--- src/rtl/rtc_pkg.sv ---
package rtc_pkg;

    typedef enum logic [2:0] {
        RG_SECS   = 3'd0,
        RG_MATCH  = 3'd1,
        RG_STAT   = 3'd2,
        RG_PRESC  = 3'd3,
        RG_CTRL   = 3'd4,
        RG_TSEL   = 3'd5,
        RG_STBREF = 3'd6,
        RG_STBQ   = 3'd7
    } reg_idx_e;

    typedef struct packed {
        logic match_ie;
        logic sec_ie;
    } ctrl_t;

    typedef struct packed {
        logic qual_sub;
        logic ref_sub;
    } tsel_t;

    typedef struct packed {
        logic match_hit;
        logic sec_hit;
    } stat_t;

    // sparse view of prescaler stages 14, 11, 7, 3
    function automatic logic [3:0] tap_view(input logic [31:0] p);
        return {p[14], p[11], p[7], p[3]};
    endfunction

endpackage

--- src/rtl/rtc_tick_src.sv ---
module rtc_tick_src #(
    parameter int SYNC_STAGES = 2
) (
    input  logic          clk,
    input  logic          rst,
    input  logic          ref_clk,
    input  logic          bus_clk_en,
    input  logic          stb_ref,
    input  logic          stb_qual,
    input  rtc_pkg::tsel_t sel,
    output logic          adv
);
    logic [SYNC_STAGES:0] sh_q;
    logic                 pend_q;
    logic                 ref_edge, ref_tick, qual, want;

    always_ff @(posedge clk) begin
        if (rst) sh_q <= '0;
        else     sh_q <= {sh_q[SYNC_STAGES-1:0], ref_clk};
    end

    always_comb begin
        ref_edge = sh_q[SYNC_STAGES-1] & ~sh_q[SYNC_STAGES];
        ref_tick = sel.ref_sub  ? stb_ref  : ref_edge;
        qual     = sel.qual_sub ? stb_qual : bus_clk_en;
        want     = pend_q | ref_tick;
        adv      = want & qual;
    end

    always_ff @(posedge clk) begin
        if (rst) pend_q <= 1'b0;
        else     pend_q <= want & ~qual;
    end
endmodule

--- src/rtl/rtc_timebase.sv ---
module rtc_timebase #(
    parameter int PRESC_W = 15,
    parameter int SEC_W   = 32
) (
    input  logic               clk,
    input  logic               rst,
    input  logic               adv,
    input  logic               presc_clr,
    input  logic               sec_we,
    input  logic [SEC_W-1:0]   sec_wdata,
    input  logic [SEC_W-1:0]   match_val,
    output logic [PRESC_W-1:0] presc,
    output logic [SEC_W-1:0]   seconds,
    output logic               sec_evt,
    output logic               match_evt
);
    localparam logic [PRESC_W-1:0] PRESC_TOP = '1;

    logic eq, eq_q;

    always_comb begin
        sec_evt   = adv && (presc == PRESC_TOP);
        eq        = (seconds == match_val);
        match_evt = eq && !eq_q;
    end

    always_ff @(posedge clk) begin
        if (rst) begin
            presc   <= '0;
            seconds <= '0;
            eq_q    <= 1'b1;
        end else begin
            if (presc_clr)  presc <= '0;
            else if (adv)   presc <= presc + 1'b1;
            if (sec_we)       seconds <= sec_wdata;
            else if (sec_evt) seconds <= seconds + 1'b1;
            eq_q <= eq;
        end
    end
endmodule

--- src/rtl/seconds_rtc.sv ---
module seconds_rtc #(
    parameter int DATA_W      = 32,
    parameter int SEC_W       = 32,
    parameter int PRESC_W     = 15,
    parameter int SYNC_STAGES = 2
) (
    input  logic              clk,
    input  logic              rst,
    input  logic              ref_clk,
    input  logic              bus_clk_en,
    input  logic              test_mode,
    input  logic              bus_en,
    input  logic              bus_wr,
    input  logic [2:0]        bus_word,
    input  logic [DATA_W-1:0] bus_wdata,
    output logic [DATA_W-1:0] bus_rdata,
    output logic              irq
);
    import rtc_pkg::*;

    reg_idx_e           idx;
    logic               wr, rd;
    logic [SEC_W-1:0]   match_q;
    ctrl_t              ctrl_q;
    tsel_t              tsel_q;
    stat_t              stat_q;
    logic               adv, presc_clr, sec_evt, match_evt;
    logic [PRESC_W-1:0] presc_q;
    logic [SEC_W-1:0]   secs_q;
    logic [31:0]        presc_zx;

    always_comb begin
        idx       = reg_idx_e'(bus_word);
        wr        = bus_en && bus_wr;
        rd        = bus_en && !bus_wr;
        presc_clr = wr && (idx == RG_PRESC) && test_mode && !bus_wdata[0];
    end

    rtc_tick_src #(.SYNC_STAGES(SYNC_STAGES)) u_tick (
        .clk        (clk),
        .rst        (rst),
        .ref_clk    (ref_clk),
        .bus_clk_en (bus_clk_en),
        .stb_ref    (wr && idx == RG_STBREF),
        .stb_qual   (wr && idx == RG_STBQ),
        .sel        (tsel_q),
        .adv        (adv)
    );

    rtc_timebase #(.PRESC_W(PRESC_W), .SEC_W(SEC_W)) u_tb (
        .clk       (clk),
        .rst       (rst),
        .adv       (adv),
        .presc_clr (presc_clr),
        .sec_we    (wr && idx == RG_SECS),
        .sec_wdata (bus_wdata[SEC_W-1:0]),
        .match_val (match_q),
        .presc     (presc_q),
        .seconds   (secs_q),
        .sec_evt   (sec_evt),
        .match_evt (match_evt)
    );

    always_ff @(posedge clk) begin
        if (rst) begin
            match_q <= '0;
            ctrl_q  <= '0;
            tsel_q  <= '0;
            stat_q  <= '0;
        end else begin
            if (wr && idx == RG_MATCH) match_q <= bus_wdata[SEC_W-1:0];
            if (wr && idx == RG_CTRL)  ctrl_q  <= ctrl_t'(bus_wdata[1:0]);
            if (wr && idx == RG_TSEL)  tsel_q  <= tsel_t'(bus_wdata[1:0]);
            stat_q.sec_hit   <= sec_evt   || (stat_q.sec_hit   && !(rd && idx == RG_STAT));
            stat_q.match_hit <= match_evt || (stat_q.match_hit && !(rd && idx == RG_STAT));
        end
    end

    always_comb begin
        presc_zx = '0;
        presc_zx[PRESC_W-1:0] = presc_q;
        bus_rdata = '0;
        if (rd) begin
            case (idx)
                RG_SECS:  bus_rdata[SEC_W-1:0] = secs_q;
                RG_MATCH: bus_rdata[SEC_W-1:0] = match_q;
                RG_STAT:  bus_rdata[1:0]       = stat_q;
                RG_PRESC: bus_rdata[3:0]       = tap_view(presc_zx);
                RG_CTRL:  bus_rdata[1:0]       = ctrl_q;
                default:  bus_rdata            = '0;
            endcase
        end
        irq = (stat_q.sec_hit && ctrl_q.sec_ie) || (stat_q.match_hit && ctrl_q.match_ie);
    end
endmodule

--- config.mk ---
export PLATFORM = sky130hd
export DESIGN_NAME = seconds_rtc
export DESIGN_NICKNAME = d
export VERILOG_FILES = /design/src/rtl/rtc_pkg.sv /design/src/rtl/rtc_tick_src.sv /design/src/rtl/rtc_timebase.sv /design/src/rtl/seconds_rtc.sv
export SDC_FILE = /design/constraint.sdc
export NUM_CORES = 1
export LEC_CHECK = 0
export BUFFER_PORTS_ARGS = -buffer_cell sky130_fd_sc_hd__buf_2
export CAP_MARGIN = 10
export CORE_MARGIN = 4
export CORE_UTILIZATION = 30
export DETAILED_ROUTE_END_ITERATION = 10
export RECOVER_POWER = 100
export SYNTH_ARGS = -nofsm -noshare
export SYNTH_HDL_FRONTEND = slang
export SYNTH_SLANG_ARGS = --single-unit
--- constraint.sdc ---
create_clock -name clk -period 3 [get_ports clk]
set_input_delay 0.45 -clock clk [delete_from_list [all_inputs] [get_ports clk]]
set_output_delay 0.45 -clock clk [all_outputs]
set_load 0.03 [all_outputs]
# == Word-level counts from Yosys, hierarchy flattened ==
# Cells that the tools add are included.
# totals
reg_bits,90
latch_bits,0
mem_bits_rw,0
romBits,0
inputBits,42
output_inout_bits,33
n_memories,0
# op_classes
add_sub_neg,2
multipliers,0
n_div,0
n_lt_le_gt_ge,0
n_eq_ne,9
shift,0
n_mux,8
bitwise,6
n_reduce_logical,28
# op_table
operator,count
two-way mux 32 bit,3
case mux 28 bit (2 select lines),1
"adder 32 x 1 -> 32 bit, second input constant",1
equality test 32 bit,1
logical AND 1 bit,18
"adder 15 x 1 -> 15 bit, second input constant",1
"equality test 15 bit, second input constant",1
"equality test 3 bit, second input constant",4
case mux 2 bit (5 select lines),1
"equality test 3 x 2 -> 1 bit, second input constant",2
case mux 2 bit (3 select lines),1
zero test 1 bit,4
AND 1 bit,3
"equality test 3 x 1 -> 1 bit, second input constant",1
zero test 3 bit,1
logical OR 1 bit,3
two-way mux 1 bit,2
NOT 1 bit,2
nonzero test 2 bit,1
OR reduction 2 bit,1
OR 1 bit,1

# == Logic depth before layout (Yosys ltp) ==
# Gate-level depths: netlist of the first run.
# logic_depth
depth_word,8
ltp_mapped,9

# == Hierarchy ==
# Synthesis of the first run repeated with hierarchy kept, for this count alone.
# unflattened
cells_unflattened,637
area_unflattened_um2,5430.2
# modules_own_cells
mod,n_inst,cells_each,area_each_um2,seq_area_each_um2
rtc_timebase,1,367,3034.2,960.9
seconds_rtc,1,258,2249.7,760.7
rtc_tick_src,1,12,146.4,80.1

# == Worst setup path after synthesis of the first run ==
# Ideal clock, no wire load.
# synth_path
path_type,in2out
startpoint,input bus_word[0]
endpoint,output bus_rdata[2]
arrival_ps,2126
setup_slack_ps,424
cell_stages,6
path_buffers,2
path_cell_list,buf_2 > buf_1 > mux2i_1 > nor2_1 > a31oi_1 > nor4_1
# synth_between
elab_chain_cells,3
# synth_lines
item,line,rtl
from (decl),seconds_rtc.sv:14,"input logic [2:0] bus_word,"
"equality test 3 x 2 -> 1 bit, or another cell as far along",seconds_rtc.sv:84,case (idx)
case mux 2 bit (3 select lines) *,seconds_rtc.sv:84,
two-way mux 32 bit *,seconds_rtc.sv:83,if (rd) begin
to (decl),seconds_rtc.sv:16,"output logic [DATA_W-1:0] bus_rdata,"
# Every way passes the cells marked *; elsewhere a longest branch is shown, timed or not.

# == Final worst setup path of the first run ==
# layout_path
startpoint,input bus_word[0]
endpoint,output bus_rdata[8]
# layout_between
elab_chain_cells,3
# layout_lines
item,line
equality test 3 x 1 -> 1 bit / zero test 3 bit (equally long branches),seconds_rtc.sv:84
case mux 28 bit (2 select lines) *,seconds_rtc.sv:84
two-way mux 32 bit *,seconds_rtc.sv:83
# Marked as above.

==> impl_results.md, run 1 <==
- Status: finished with violations
- Failing checks: capacitance limit, slew limit
- Gpl congestion: 0.8304
- Final Cell Area: 5878 um2
- Congestion Overflow GR: 0
- Max-capacitance violation count: 1
- Avg Inst Size Synth: around 7.7 um2
- Area share of the leading cell type in the synthesized netlist: 0.3529
- Fraction of registers with async set/reset: 0
- H-tree Lvls: 3
- Die X: around 140 um
- Worst setup path class: in2out
- TritonCTS Sinks: 90
- Seq cells post-synth: 90
- Port bufs: 74
- TritonCTS clock tree: built
- Top cells by area, synth: dfxtp_1 (35%), nand2_1 (6.8%), xnor2_1 (6.5%)
- TritonRoute pass-1 iters: 5
- Top_reg_cell synth: dfxtp_1
- Slowest-stage cell, CP: clkbuf_2
- Register area share after synthesis: 0.3529
- DP HPWL: ~11000 um
- Via density: ~5.4
- WP data arrival: between 2 and 2.5 ns
- Final setup fails: 0
- Initial antenna violation count: 0
- Post-CTS Setup Inserts: 0
- Fin crit period: roughly 2.8 ns
- Routed wire length: between 15000 and 20000 um
- Routed Antenna Nets: 0
- DRC Markers: 0
- Slew Limit Headroom: -0.0002201
- Setup tns final: 0 ns
- Core Rows: 47
- Worst-margin pin slew: around 1.5 ns
- Resized Gates After CTS: 0
- Max Clock Freq: ~360 MHz
- Worst-path clk slew: ~0.06 ns
- Diode count: 0
- Share of cells above drive strength 1: 0.1055
- Post-Syn Nets: just over 700
- Critical Path RT: ~2.6 ns
- Crit path capture type: output pin
- Cts bufs inserted: 9
- P_leak: ~1.8 nW
- Largest net degree at the start of global routing: 51
- Final Util: 0.3532
- I/O pin count: 75
- PD cells: about 430 nW/um2
- Area Overhead vs Synth: 15.15%
- Crit-path cells: buf_2, buf_4, nor3b_1, clkbuf_2, a22oi_1, nor2_1, clkbuf_1
- Clock Latency Late Sink: between 0.3 and 0.4 ns
- Hold Path Class: in2reg
- CTS Root Buffer Type: clkbuf_16
- Post-synth EDFFs: 0
- Worst-path fanout max: 30
- # hold bufs at CTS: 0
- Commonest cells after routing, fill and taps aside: nand2_1 (92), dfxtp_1 (90), nor2_1 (86), a21oi_1 (40), buf_2 (40)
- VDD IR max: ~0.26 mV
- Design Power: 2.549 mW
- Die area: around 19000 um2
- Maximum clock path buffer count: 2
- Largest stage delay, worst path: ~0.62 ns
- Startpoint Class: primary input
- Ys Warns: 0
- Cells after synthesis: between 600 and 700
- Starting DRT DRC Count: between 400 and 500
- Initial core utilization: 0.3067
- Cell Area, Placed: 5650 um2
- Fin cells: 931
- Synth area leader: dfxtp_1
- Vias in the first global route: between 4000 and 5000
- DP Cell Count: just over 900
- Tot GR Track Use: 0.1607
- Unique masters post-synth: 50
- Avg WL per Cell: around 17 um
- Final Skew: roughly 0.0078 ns
- Unrepaired setup endpoints after global routing: false
- Core box area: between 15000 and 20000 um2
- Nets: 750
- DR vias: about 5000
- Die height: roughly 140 um
- Final hold violation count: 0
- Most common cell after layout, fill and taps aside: nand2_1
- Final Slew Violations: 24
- Netlist Area Pre-Place: a little over 5000 um2
- Crit share post-route: 0.9283
- First-pass GRT wire length: between 20000 and 30000 um
==> cell usage after synthesis, drive strengths merged (2+ instances only) <==
cell type / instances
nor4: 12
a311oi: 30
a31oi: 2
nand4: 26
xnor2: 38
nand2: 92
nor3b: 3
and4: 4
inv: 7
and3: 7
or3: 17
xor2: 5
a211oi: 2
a22oi: 28
o31ai: 19
clkbuf: 41
o22ai: 2
o41ai: 2
and3b: 2
nor3: 9
nand3: 17
or4: 20
dfxtp: 90
ha: 2
a21oi: 40
buf: 16
nand2b: 2
o21ai: 12
nand4bb: 2
mux2i: 10
nor2b: 6
nor2: 86
==> report_power, final <==
group,internal [mW],switching [mW]
combinational,0.0738,0.129
clock,0.629,0.473
sequential,1.22,0.0279
total,1.92,0.630
==> state kept, by name (all words and copies together), names as in the netlist <==
name and count:
ctrl_q 2, match_q 32, stat_q 2, tsel_q 2, u_tb.eq_q 1, u_tb.presc 15, u_tb.seconds 32, u_tick.pend_q 1
u_tick.sh_q 3
==> logic make-up after synthesis <==
family,count (synthesis),share of synthesized area
fa+ha+maj,2,0.004901
mux,10,0.01961
buf+inv,66,0.05441
xor+xnor,43,0.07377
flops,90,0.3529
simple gates,307,0.2975
compound gates,145,0.1968
==> per-stage QoR <==
| stage | hold slack [ns] | worst slack [ns] |
|---|---|---|
| after floorplan | 0.4138 | 0.4238 |
| after global placement | 0.4450 | 0.4605 |
| after detailed placement | 0.4520 | 0.3894 |
| after CTS | 0.3414 | 0.3783 |
| after global routing | 0.3588 | 0.08191 |
| final | 0.3469 | 0.2150 |
==> worst paths after layout <==
path	from	cells after the start	slack [ns]	to
worst max-delay path	bus_word[0]	7	0.22	bus_rdata[8]
worst min-delay path	ref_clk	2	0.35	u_tick.sh_q[0]$_SDFF_PP0_
worst max register to register	u_tb.seconds[0]$_SDFFE_PP0P_	6	0.39	u_tb.seconds[30]$_SDFFE_PP0P_
worst min register to register	u_tick.sh_q[0]$_SDFF_PP0_	1	0.46	u_tick.sh_q[1]$_SDFF_PP0_
==> cell type report <==
type,count,area [um2]
well taps,220,275.3
multi-input cells,507,3035
flip-flops and latches,90,1802
repair buffers,90,451.7
clock buffers,14,274.0
clock inverters,2,10.01
inverters,8,30.03
fillers,1792,10760
==> worst max-delay path: cells and delay by family <==
kind / cells / cell delay [ns]
AOI/OAI and AO/OA: 1 / 0.28
buffers and inverters: 4 / 1.26
and+or+nand+nor: 2 / 0.33
==> metal layers <==
metal,track usage,wire [um]
met3,0.02797,829
met4,0.05096,271
met2,0.2521,7019
met5,0,0
met1,0.2253,7431
(Power assumes the default switching activity.)
==> run 2, diff against run 1 <==
Settings changed: CORE_ASPECT_RATIO from default to 2.
==> run 2 against run 1 <==
Compared with the run above:
- the run still ends with capacitance limit, slew limit left
- register-to-register slack about the same
- die area up 0.66%
- via count grew 1.9%
- wire length is 7.9% higher
- clock-buffer cell count shrank 4
- sequential share of layout area fell by 0.28 points
- hold slack got worse by 0.029 ns
- flip-flop and latch count unchanged
- sequential power hardly changed
- final cell count is 1.4% lower
- critical path type unchanged
- highest routed layer unchanged
==> impl_results.md, run 2 (synthesis results as in run 1) <==
- Status: finished with violations
- Failing checks: capacitance limit, slew limit
- DP Worst Slack: 0.3735 ns (-0.01587 ns)
- Port bufs: 74 (unchanged)
- RR Startpoint: u_tb.seconds[1]$_SDFFE_PP0P_
- Routed met3 length: 623 um (-25%)
- Final Slew Violations: 38 (+58%)
- Register area: 1802 um2 (unchanged)
- Setup tns final: 0 ns (unchanged)
- Internal cell power: 2.050 mW (+6.8%)
- Maximum clock path buffer count: 2 (unchanged)
- Core Rows: 67 (+43%)
- R2R Setup Slk: 0.38 ns (about the same)
- VDD IR max: 0.2337 mV (-9.2%)
- Routed wire length: 16770 um (+7.9%)
- TritonRoute pass-1 iters: 5 (unchanged)
- Fin cells: 918 (-1.4%)
- Crit share post-route: 0.9108 (-0.01758)
- Crit path capture type: output pin
- Startpoint Class: primary input
- First-pass GRT wire length: 26210 um (+3.5%)
- Tot GR Track Use: 0.1749 (+0.01412)
- Most common cell after layout, fill and taps aside: nand2_1
- Slew Limit Headroom: -0.2407 (-0.2404)
- Avg WL per Cell: 18.27 um (+9.4%)
- Switch Pwr: 0.6558 mW (+4.1%)
- Combinational fraction of design power: 0.077 (-0.002)
- Clock Latency Late Sink: 0.34 ns (about the same)
- Worst-path clk slew: 0.06 ns (about the same)
- DR vias: 5116 (+1.9%)
- Diode count: 0 (unchanged)
- Critical Path RT: 2.55 ns (about the same)
- Die X: 100.2 um (-28%)
- P_leak: 1.873 nW (+5.4%)
- Met1 wire length: 6092 um (-18%)
- Routed Antenna Nets: 0 (unchanged)
- Final setup fails: 0 (unchanged)
- Multi-input gate area: 3035 um2 (unchanged)
- Worst-path fanout max: 30 (unchanged)
- R2R depth: 6 (unchanged)
- Unrepaired setup endpoints after global routing: false
- TritonCTS clock tree: built
- RR Endpoint: u_tb.seconds[28]$_SDFFE_PP0P_
- Clk network pwr share: 0.463 (+0.031)
- Resized Gates After CTS: 0 (unchanged)
- Largest net degree at the start of global routing: 51 (unchanged)
- Flop pwr share: 0.460 (-0.028)
- Gpl congestion: 0.8360 (+0.67%)
- Die area: 19290 um2 (+0.66%)
- Starting DRT DRC Count: 320 (-22%)
- Fin crit period: 2.732 ns (-0.05273 ns)
- H-tree Lvls: 3 (unchanged)
- Core box area: 16770 um2 (+0.74%)
- CP endpoint: bus_rdata[27]
- CTS Root Buffer Type: clkbuf_16
- Top sig layer: met4
- Initial antenna violation count: 0 (unchanged)
- Initial core utilization: 0.3045 (-0.002266)
- Post-CTS Setup Inserts: 0 (unchanged)
- Hold Path Class: in2reg
- I/O pin count: 75 (unchanged)
- Worst-margin pin slew: 1.861 ns (+0.3607 ns)
- Final Skew: 0.006135 ns (-0.001638 ns)
- Switching share of power: 0.2423 (-0.004667)
- CP startpoint: bus_word[0]
- Area Overhead vs Synth: 16.23%
- Cts bufs inserted: 9 (unchanged)
- Setup slack after layout: 0.2677 ns (+0.05273 ns)
- DP HPWL: 12360 um (+12%)
- # hold bufs at CTS: 0 (unchanged)
- Max Clock Freq: 366.0 MHz (+1.9%)
- Vias in the first global route: 4932 (+3.4%)
- Design Power: 2.706 mW (+6.1%)
- Final hold violation count: 0 (unchanged)
- Worst setup path class: in2out
- Met2 wire len: 9326 um (+33%)
- Die height: 192.5 um (+39%)
- Share of cells above drive strength 1: 0.1336 (+0.02813)
- Via density: 5.573 (+3.4%)
- Filler cells: 1781 (-0.61%)
- Nets: 750 (unchanged)
- WP data arrival: 2.28 ns (-0.05 ns)
- Congestion Overflow GR: 0 (unchanged)
- Max-capacitance violation count: 1 (unchanged)
- PD cells: 456.1 nW/um2 (+5.2%)
- Top flop regs: match_q x32, u_tb.seconds x32, u_tb.presc x15
- TritonCTS Sinks: 90 (unchanged)
- DRC Markers: 0 (unchanged)
- DP Cell Count: 902 (-1.4%)
- Commonest cells after routing, fill and taps aside: nand2_1 (92), dfxtp_1 (90), nor2_1 (86), buf_2 (54), a21oi_1 (40)
## run 2: cell count changes in the layout (fill, tap and decap cells not counted), sizes merged
cell / change
clkbuf: -16
inv: +2
bufinv: +2
buf: +12
## run 2: critical path, cell delays in order
cell,delay (ns)
buf_2,0.16
buf_4,0.21
nor3b_1,0.19
clkbuf_2,0.60
a22oi_1,0.20
nor2_1,0.12
clkbuf_1,0.33
## run 2: worst min path at each step
| stage | slack, ns | depth (start not counted) | endpoint | startpoint |
|---|---|---|---|---|
| after CTS | 0.32 | 2 | u_tick.sh_q[0]$_SDFF_PP0_ | ref_clk |
| after floorplan | 0.41 | 1 | u_tick.sh_q[1]$_SDFF_PP0_ | u_tick.sh_q[0]$_SDFF_PP0_ |
| after detailed placement | 0.42 | 1 | u_tick.sh_q[1]$_SDFF_PP0_ | u_tick.sh_q[0]$_SDFF_PP0_ |
| after global routing | 0.34 | 2 | u_tick.sh_q[0]$_SDFF_PP0_ | ref_clk |
| after global placement | 0.43 | 1 | u_tick.sh_q[1]$_SDFF_PP0_ | u_tick.sh_q[0]$_SDFF_PP0_ |
| final | 0.32 | 2 | u_tick.sh_q[0]$_SDFF_PP0_ | ref_clk |
## run 2: stage by stage
| step | hold slack (ns) | util | instance area, um2 |
|---|---|---|---|
| 2_1_floorplan | 0.4138 | - | 5105 |
| 4_1_cts | 0.3170 | 0.3570 | 5986 |
| 3_3_place_gp | 0.4266 | 0.3375 | 5659 |
| 3_5_place_dp | 0.4204 | 0.3375 | 5659 |
| 5_1_grt | 0.3400 | 0.3539 | 5933 |
| 6_report | 0.3176 | 0.3539 | 5933 |
## run 2: cell type report
class | instances | share of cell area
Clock buffer | 10 | 0.04028
Sequential cell | 90 | 0.3037
Clock inverter | 6 | 0.01476
Tap cell | 207 | 0.04365
Inverter | 8 | 0.005061
Multi-Input combinational cell | 507 | 0.5116
Timing Repair Buffer | 90 | 0.08098
## run 2: layer usage
layer  global-route usage  up-vias
li1                     -     2504
met1               0.1842     2459
met2               0.3277      126
met3              0.02496       27
met4              0.09081        0
met5                    0        -
## run 2: power groups by stage
stage | combinational (mW) | sequential, mW | clock [mW]
2_1_floorplan | 0.128 | 1.26 | 0
3_3_place_gp | 0.212 | 1.27 | 0
3_5_place_dp | 0.213 | 1.27 | 0
4_1_cts | 0.213 | 1.24 | 1.28
5_1_grt | 0.229 | 1.25 | 1.31
6_report | 0.208 | 1.25 | 1.25
==> run 3, diff against run 2 <==
Settings changed: CORE_UTILIZATION 30 to 45, PLACE_DENSITY from default to 0.65, REMOVE_ABC_BUFFERS from default to 1.
==> run 3 against run 2 <==
Compared with the run above:
- the run now ends clean
- wire length fell by 1.4%
- total power fell by 3.1%
- clock skew decreased by 0.0018 ns
- non-clock buffer count down 3
- critical path depth unchanged
==> impl_results.md, run 3 (synthesis results as in run 1) <==
- Filler cells: 1125 (-37%)
- Hold Path Class: in2reg
- Starting DRT DRC Count: 362 (+13%)
- Largest delay share family, worst path: buffers and inverters
- Vias in the first global route: 5046 (+2.3%)
- VDD IR max: 0.2775 mV (+19%)
- Top flop regs: match_q x32, u_tb.seconds x32, u_tb.presc x15
- TritonRoute pass-1 iters: 5 (unchanged)
- CP most frequent cell: clkbuf_1
- Crit share post-route: 0.9177 (+0.006980)
- Slew Limit Headroom: 0.2472 (+0.4879)
- Status: completed
- Slowest-stage cell, CP: nor4_1
- R2R depth: 6 (unchanged)
- Final hold violation count: 0 (unchanged)
- P_leak: 1.765 nW (-5.8%)
- Routed wire length: 16540 um (-1.4%)
- Design Power: 2.621 mW (-3.1%)
- Post-CTS Setup Inserts: 0 (unchanged)
- CP Buf/Inv Count: 3 (-1)
- Worst-path clk slew: 0.07 ns (about the same)
- Unrepaired setup endpoints after global routing: false
- DR vias: 5182 (+1.3%)
- Via density: 6.111 (+9.7%)
- Commonest cells after routing, fill and taps aside: nand2_1 (92), dfxtp_1 (90), nor2_1 (86), a21oi_1 (40), buf_2 (40)
- Crit path capture type: output pin
- Cts bufs inserted: 9 (unchanged)
- Max-capacitance violation count: 0 (-1)
- Setup slack after layout: 0.2468 ns (-0.02094 ns)
- DP Worst Slack: 0.2689 ns (-0.1046 ns)
- Worst-margin pin slew: 1.129 ns (-0.7318 ns)
- Core box area: 11010 um2 (-34%)
- Diode count: 0 (unchanged)
- TritonCTS clock tree: built
- Die X: 83.32 um (-17%)
- Critical Path RT: 2.55 ns (about the same)
- Congestion Overflow GR: 0 (unchanged)
- Final Cell Area: 5773 um2 (-2.7%)
- Final Skew: 0.004331 ns (-0.001804 ns)
- Cell Area, Placed: 5528 um2 (-2.3%)
- WP data arrival: 2.30 ns (+0.02 ns)
- Tot GR Track Use: 0.2460 (+0.07117)
- Share of cells above drive strength 1: 0.1045 (-0.02909)
- WHS Path Cells: 2 (unchanged)
- Final setup fails: 0 (unchanged)
- Nets: 747 (-0.40%)
- First-pass GRT wire length: 25660 um (-2.1%)
- Maximum clock path buffer count: 2 (unchanged)
- TritonCTS Sinks: 90 (unchanged)
- Setup tns final: 0 ns (unchanged)
- CTS Root Buffer Type: clkbuf_16
- DRC Markers: 0 (unchanged)
- Area Overhead vs Synth: 13.09%
- Die height: 158.6 um (-18%)
- Worst-path fanout max: 13 (-57%)
- Final Util: 0.5242 (+0.1703)
- Routed Antenna Nets: 0 (unchanged)
- Final Slew Violations: 0 (-100%)
- Crit-path cells: clkbuf_1, clkbuf_1, mux2i_1, nor2_1, a31oi_1, nor4_1, clkbuf_1
- Gpl congestion: 0.9097 (+8.8%)
- # hold bufs at CTS: 0 (unchanged)
- Worst setup path class: in2out
- Initial core utilization: 0.4635 (+0.1591)
- H-tree Lvls: 3 (unchanged)
- PD cells: 454.1 nW/um2 (-0.44%)
- Resized Gates After CTS: 0 (unchanged)
- DP HPWL: 11740 um (-5.1%)
- Startpoint Class: primary input
- Core Rows: 54 (-19%)
- I/O pin count: 75 (unchanged)
- Most common cell after layout, fill and taps aside: nand2_1
- Clock Latency Late Sink: 0.35 ns (about the same)
- Max Clock Freq: 363.2 MHz (-0.76%)
- Worst path depth: 7 (unchanged)
- Largest net degree at the start of global routing: 57 (+12%)
- Port bufs: 74 (unchanged)
- Initial antenna violation count: 0 (unchanged)
- Avg WL per Cell: 19.50 um (+6.7%)
- Fin crit period: 2.753 ns (+0.02094 ns)
- Die area: 13220 um2 (-32%)
- Largest stage delay, worst path: 0.47 ns (-0.13 ns)
## run 3: cell types whose count changed in the layout (fill, tap and decap cells not counted), sizes merged
cell	change
buf	-15
bufinv	-1
clkbuf	+11
clkinv	+1
clkinvlp	+1
## run 3: per-layer routing
layer  global-route usage  vias up  share of wire  wire [um]
met5                    0        -              0          0
met4               0.2019        0          0.081       1335
met3              0.04609       77          0.054        889
met2               0.4357      193           0.51       8463
met1               0.2500     2416           0.35       5846
li1                     -     2496              -          -
## run 3: worst paths after layout
| kind | to | slack (ns) | start |
|---|---|---|---|
| worst min-delay path | u_tick.sh_q[0]$_SDFF_PP0_ | 0.32 | ref_clk |
| worst min register to register | u_tick.sh_q[1]$_SDFF_PP0_ | 0.45 | u_tick.sh_q[0]$_SDFF_PP0_ |
| worst max register to register | u_tb.seconds[26]$_SDFFE_PP0P_ | 0.35 | u_tb.seconds[0]$_SDFFE_PP0P_ |
| worst max-delay path | bus_rdata[2] | 0.25 | bus_word[0] |
## run 3: stage by stage
step / hold WS, ns / std cells
6_report: 0.3156 / 848
5_1_grt: 0.3546 / 848
4_1_cts: 0.3164 / 848
3_5_place_dp: 0.4449 / 832
3_3_place_gp: 0.4202 / 832
2_1_floorplan: 0.4138 / 605
## run 3: area by class of cell
cell class              count  area (um2)  area share
clock inverters             7       77.57     0.01344
inverters                   8       30.03    0.005202
multi-input cells         507        3035      0.5258
well taps                 140       175.2     0.03034
flip-flops and latches     90        1802      0.3121
repair buffers             87       427.9     0.07412
clock buffers               9       225.2     0.03901
## run 3: power by group
part           switching (mW)  total, mW  internal [mW]
sequential             0.0278       1.24           1.22
combinational           0.132      0.205         0.0733
clock                   0.518       1.17          0.654
total                   0.678       2.62           1.94
